### config.mk
export PLATFORM = sky130hd
export DESIGN_NAME = mbus_cycle_seq
export DESIGN_NICKNAME = d
export VERILOG_FILES = /design/src/rtl/mbus_cycle_pkg.sv /design/src/rtl/mbus_phase_fsm.sv /design/src/rtl/mbus_kind_reg.sv /design/src/rtl/mbus_strobe_gen.sv /design/src/rtl/mbus_cycle_seq.sv
export SDC_FILE = /design/constraint.sdc
export NUM_CORES = 1
export LEC_CHECK = 0
export BUFFER_PORTS_ARGS = -buffer_cell sky130_fd_sc_hd__buf_2
export CAP_MARGIN = 20
export CORE_AREA = 2 2 39 41
export DETAILED_ROUTE_END_ITERATION = 12
export DIE_AREA = 0 0 41 43
export PLACE_DENSITY = 0.51
export SLEW_MARGIN = 40
export SYNTH_ARGS = -nofsm -noshare
export SYNTH_HDL_FRONTEND = slang
export SYNTH_HIERARCHICAL = 1
export SYNTH_SLANG_ARGS = --single-unit
### constraint.sdc
create_clock -name clk -period 3.56 [get_ports clk]
set_clock_uncertainty 0.15 [all_clocks]
set_input_delay 0.178 -clock clk [delete_from_list [all_inputs] [get_ports clk]]
set_output_delay 0.178 -clock clk [all_outputs]
set_load 0.1 [all_outputs]
### src/rtl/mbus_cycle_pkg.sv
// Shared definitions for the bus cycle sequencer: state codes, cycle
// kinds and small decode helpers. Assumes a 3-bit kind field.
package mbus_cycle_pkg;

    localparam int KIND_W  = 3;
    localparam int PHASE_W = 3;

    typedef enum logic [PHASE_W-1:0] {
        PH_IDLE = 3'd0,
        PH_T1   = 3'd1,
        PH_T2   = 3'd2,
        PH_T3   = 3'd3,
        PH_TW   = 3'd4,
        PH_T4   = 3'd5
    } bus_phase_t;

    localparam logic [KIND_W-1:0] K_MEM_RD = 3'd0;
    localparam logic [KIND_W-1:0] K_MEM_WR = 3'd1;
    localparam logic [KIND_W-1:0] K_IO_RD  = 3'd2;
    localparam logic [KIND_W-1:0] K_IO_WR  = 3'd3;
    localparam logic [KIND_W-1:0] K_ACK    = 3'd4;

    function automatic logic kind_ok(input logic [KIND_W-1:0] k);
        return k <= K_ACK;
    endfunction

    function automatic logic kind_mem(input logic [KIND_W-1:0] k);
        return (k == K_MEM_RD) || (k == K_MEM_WR);
    endfunction

    function automatic logic kind_wr(input logic [KIND_W-1:0] k);
        return (k == K_MEM_WR) || (k == K_IO_WR);
    endfunction

    function automatic logic kind_ack(input logic [KIND_W-1:0] k);
        return k == K_ACK;
    endfunction

endpackage

### src/rtl/mbus_phase_fsm.sv
// Bus state register. Steps idle -> T1 -> T2 -> T3 -> (TW)* -> T4 and
// leaves T4 either to T1 (new cycle taken) or to idle.
// Assumes start_cyc is only raised in idle or T4.
module mbus_phase_fsm
    import mbus_cycle_pkg::*;
(
    input  logic       clk,
    input  logic       rst_n,
    input  logic       start_cyc,
    input  logic       ready,
    output bus_phase_t phase
);

    bus_phase_t phase_nx;

    // Next-state selection.
    always_comb begin
        phase_nx = phase;
        unique case (phase)
            PH_IDLE:      phase_nx = start_cyc ? PH_T1 : PH_IDLE;
            PH_T1:        phase_nx = PH_T2;
            PH_T2:        phase_nx = PH_T3;
            PH_T3, PH_TW: phase_nx = ready ? PH_T4 : PH_TW;
            PH_T4:        phase_nx = start_cyc ? PH_T1 : PH_IDLE;
            default:      phase_nx = PH_IDLE;
        endcase
    end

    // State register with synchronous reset.
    always_ff @(posedge clk) begin
        if (!rst_n) phase <= PH_IDLE;
        else        phase <= phase_nx;
    end

endmodule

### src/rtl/mbus_kind_reg.sv
// Holds the kind of the cycle in progress, captured when it is taken.
// Resets to memory read so the status line idles high.
module mbus_kind_reg
    import mbus_cycle_pkg::*;
(
    input  logic              clk,
    input  logic              rst_n,
    input  logic              load,
    input  logic [KIND_W-1:0] kind_in,
    output logic [KIND_W-1:0] kind_q
);

    // Capture the kind on acceptance.
    always_ff @(posedge clk) begin
        if (!rst_n)    kind_q <= K_MEM_RD;
        else if (load) kind_q <= kind_in;
    end

endmodule

### src/rtl/mbus_strobe_gen.sv
// Decodes state, cycle kind and clock phase into the bus strobes.
// Assumes hold is only granted while the sequencer is idle; the released
// lines are still forced high as a safeguard.
module mbus_strobe_gen
    import mbus_cycle_pkg::*;
(
    input  logic              clk,
    input  bus_phase_t        phase,
    input  logic [KIND_W-1:0] cur_kind,
    input  logic              take,
    input  logic [KIND_W-1:0] new_kind,
    input  logic              hold,
    output logic              ale,
    output logic              wr_n,
    output logic              inta_n,
    output logic              m_io,
    output logic              ctl_oe
);

    logic strobe_win;

    // Data strobes are open during T2, T3 and wait states.
    always_comb strobe_win = (phase == PH_T2) || (phase == PH_T3) || (phase == PH_TW);

    // Address pulse in the low half of T1 only.
    always_comb ale = (phase == PH_T1) && !clk;

    // Write and acknowledge strobes, active low.
    always_comb begin
        wr_n   = hold ? 1'b1 : !(strobe_win && kind_wr(cur_kind));
        inta_n = !(strobe_win && kind_ack(cur_kind));
    end

    // Status line switches to the new cycle as soon as it is taken.
    always_comb begin
        if (hold)      m_io = 1'b1;
        else if (take) m_io = kind_mem(new_kind);
        else           m_io = kind_mem(cur_kind);
    end

    // Release of status and write lines during hold.
    always_comb ctl_oe = !hold;

endmodule

### src/rtl/mbus_cycle_seq.sv
// Top of the multiplexed bus cycle sequencer. Takes requests in idle or
// T4, runs the state walk and drives the control strobes.
// Assumes the requester keeps req_kind stable until req_accept is seen.
module mbus_cycle_seq
    import mbus_cycle_pkg::*;
(
    input  logic              clk,
    input  logic              rst_n,
    input  logic              req_valid,
    input  logic [KIND_W-1:0] req_kind,
    input  logic              ready,
    input  logic              hold_ack,
    output logic              req_accept,
    output logic [PHASE_W-1:0] phase,
    output logic              ale,
    output logic              wr_n,
    output logic              inta_n,
    output logic              m_io,
    output logic              ctl_oe
);

    bus_phase_t        cur_phase;
    logic [KIND_W-1:0] cur_kind;
    logic              slot_open;

    // A new cycle may start only from idle or T4.
    always_comb slot_open = (cur_phase == PH_IDLE) || (cur_phase == PH_T4);

    // Acceptance condition.
    always_comb req_accept = req_valid && !hold_ack && kind_ok(req_kind) && slot_open;

    // Export the state code.
    always_comb phase = cur_phase;

    mbus_phase_fsm u_fsm (
        .clk       (clk),
        .rst_n     (rst_n),
        .start_cyc (req_accept),
        .ready     (ready),
        .phase     (cur_phase)
    );

    mbus_kind_reg u_kind (
        .clk     (clk),
        .rst_n   (rst_n),
        .load    (req_accept),
        .kind_in (req_kind),
        .kind_q  (cur_kind)
    );

    mbus_strobe_gen u_strb (
        .clk      (clk),
        .phase    (cur_phase),
        .cur_kind (cur_kind),
        .take     (req_accept),
        .new_kind (req_kind),
        .hold     (hold_ack),
        .ale      (ale),
        .wr_n     (wr_n),
        .inta_n   (inta_n),
        .m_io     (m_io),
        .ctl_oe   (ctl_oe)
    );

endmodule

==> results.sh <==
export IMPL_outcome="finished clean"
export IMPL_ant_nets=0
export IMPL_max_vdd_ir_drop_v=0.0001132
export IMPL_hold_viol_final=0
export IMPL_powerDensity_nw_per_um2=520.7
export IMPL_hp_start="ready"
export IMPL_cp_arrival_ns=2.67
export IMPL_initialDrtViolationCount=11
export IMPL_timing_rr_end="u_kind/kind_q[1]$_SDFFE_PN0P_"
export IMPL_rsz0062_at_grt="false"
export IMPL_crit_path_start_kind="clock port"
export IMPL_grt_pass1_vias=355
export IMPL_hp_class="in -> reg"
export IMPL_vias=376
export IMPL_io_buffers=16
export IMPL_cts_tree="done"
export IMPL_synth_compound_area_share_pct=14.18
export IMPL_drt_vias_per_instance=4.530
export IMPL_wl_um=867
export IMPL_worstPathRequired_ns=3.23
export IMPL_dieArea_sq_um=1763
export IMPL_rrSetupSlack_ns=1.34
export IMPL_fin_area_sq_um=566.8
export IMPL_yosys_register_bits=6
export IMPL_setup_viol=0
export IMPL_initial_utilization_pct=25.50
export IMPL_fillers=150
export IMPL_syn_area_per_cell_sq_um=9.047
export IMPL_synth_fa_ha_area_share_pct=0
export IMPL_clkTransAtPathRegs_ns=0.04
export IMPL_grt_max_degree=11
export IMPL_synthCells=39
export IMPL_clkLatencyLatePin_ns=0.34
export IMPL_coreArea_sq_um=1384
export IMPL_tightest_slew_ns=0.4862
export IMPL_yosys_area_share_simple_pct=33.33
export IMPL_synth_top_family_by_area="simple AND/OR/NAND/NOR gates"
export IMPL_hold_ws_ns=0.1053
export IMPL_antenna_cells=0
export IMPL_r2r_cells=5
export IMPL_grt_usage_pct=13.27
export IMPL_drt_pass1_iterations=4
export IMPL_endpoint_kind="primary output"
export IMPL_die_h_um=43
export IMPL_area_growth_syn_to_layout_pct=60.64
export IMPL_muxShareOfSynthArea_pct=11.35
export IMPL_drive_above_1_share_pct=35.82
export IMPL_placed_area_sq_um=461.7
export IMPL_cap_violations=0
export IMPL_wire_per_inst_um=10.45
export IMPL_cp_max_fo=2
export IMPL_num_rows=14
export IMPL_ys_seq_area_share_pct=34.04
export IMPL_syn_cell_area_sq_um=352.8
export IMPL_drc=0
export IMPL_grt_pass1_wl_um=1469
export IMPL_setup_tns_final_ns=0
export IMPL_dieWidth_um=41
export IMPL_min_path_cells=4
export IMPL_gp_congestion=0.6356
export IMPL_drv_slew=0
export IMPL_overflow=0
export IMPL_antenna_found_initial=0
export IMPL_synth_cell_type_count=21
export IMPL_reg2reg_from="u_fsm/phase[0]$_SDFF_PN0_"
export IMPL_ys_warn_count=6
export IMPL_num_nets_final=77
export IMPL_synth_xor_area_share_pct=4.965
export IMPL_p_leak_nw=0.2398
export IMPL_criticalPathCategory="clk -> out"
export IMPL_holdPathEnd="u_fsm/phase[0]$_SDFF_PN0_"
export IMPL_place_hpwl_um=577.8
export IMPL_syn_num_nets=47
export IMPL_ios=17
export IMPL_maxSlewHeadroom_pct=67.81
==> worst max path at each step <==
stage / startpoint / to / slack [ns] / depth (start not counted)
3_3_place_gp: clk / ale / 0.82 / 2
5_1_grt: clk / ale / 0.51 / 4
4_1_cts: clk / ale / 0.56 / 4
2_1_floorplan: u_fsm/phase[0]$_SDFF_PN0_ / m_io / 0.12 / 3
6_report: clk / ale / 0.57 / 4
3_5_place_dp: clk / ale / 0.82 / 2
==> metrics by stage <==
stage	setup slack, ns	power, mW	std cells	utilization (%)
after global routing	0.5067	0.3172	83	40.96
after CTS	0.5570	0.3005	83	40.96
after detailed placement	0.8234	0.1753	71	33.36
after global placement	0.8233	0.1751	71	33.36
after floorplan	0.1207	0.1601	39	-
final	0.5662	0.2951	83	40.96
==> per-layer routing <==
layer  up-vias  global-route usage (%)  wire, um  share of wire [%]
met5         -                       0         0                  0
met4         0                   15.33         0                  0
met2         4                   15.94       430                 50
met1       174                   14.52       413                 48
met3         0                   6.806        23                2.7
li1        198                       -         -                  -
==> power by group <==
group          internal [mW]  leakage, nW  switching, mW  total [mW]
Clock                 0.0797       0.0365         0.0536       0.133
Sequential            0.0721       0.0488         0.0107      0.0828
Combinational         0.0242        0.155         0.0548      0.0790
==> kinds of logic after synthesis <==
group	count (synthesis)
XOR/XNOR	2
multiplexers	4
flip-flops	6
AND/OR/NAND/NOR	18
buffers and inverters	2
AO/OA/AOI/OAI	7
==> repair_timing <==
item	in CTS	in global routing
setup buffers	0	0
hold buffers	6	0
hold endpoints to repair	6	0
gates resized for setup	0	0
==> final cells by class <==
cell class | instances | area (sq um) | share of cell area [%]
repair buffers | 21 | 135.1 | 23.84
flip-flops and latches | 6 | 120.1 | 21.19
well taps | 16 | 20.02 | 3.532
multi-input cells | 31 | 234.0 | 41.28
clock buffers | 7 | 50.05 | 8.830
inverters | 2 | 7.507 | 1.325
==> registers in the layout (all words and copies together), names as in the netlist <==
register / cells
u_fsm/phase: 3
u_kind/kind_q: 3
==> synth_stat cells <==
library cell	n	area share [%]
and2_1	1	1.8
o21ai_1	1	1.4
nor2b_1	4	7.1
nand2_1	1	1.1
nor3_1	1	1.4
o21ai_0	1	1.4
nor4b_2	1	4.3
nor3b_1	1	2.1
xnor2_1	2	5.0
dfxtp_1	6	34
and3_1	1	1.8
o22ai_1	1	1.8
and4_1	1	2.5
inv_1	2	2.1
mux2i_1	4	11
a211o_1	1	2.5
nand2b_1	2	3.5
nor2_1	4	4.3
nor3b_2	1	3.5
o211ai_1	2	4.3
a221o_1	1	2.8
==> worst max-delay path, stage by stage <==
cell	delay, ns
clkbuf_4	0.11
clkbuf_4	0.13
nor4b_4	0.19
buf_2	0.46
==> layout by cell type (no fill, tap or decap), drive strengths merged <==
cell type,Yosys,routed
o22ai,1,1
clkbuf,0,6
nor4b,1,1
nor3,1,1
and4,1,1
buf,0,16
nor2,4,4
inv,2,2
mux2i,4,4
a211o,1,1
nand2b,2,2
xnor2,2,2
nand2,1,1
dlygate4sd3,0,6
nor2b,4,4
o211ai,2,2
o21ai,2,2
and2,1,1
a221o,1,1
and3,1,1
nor3b,2,2
dfxtp,6,6
(Power assumes the default switching activity.)
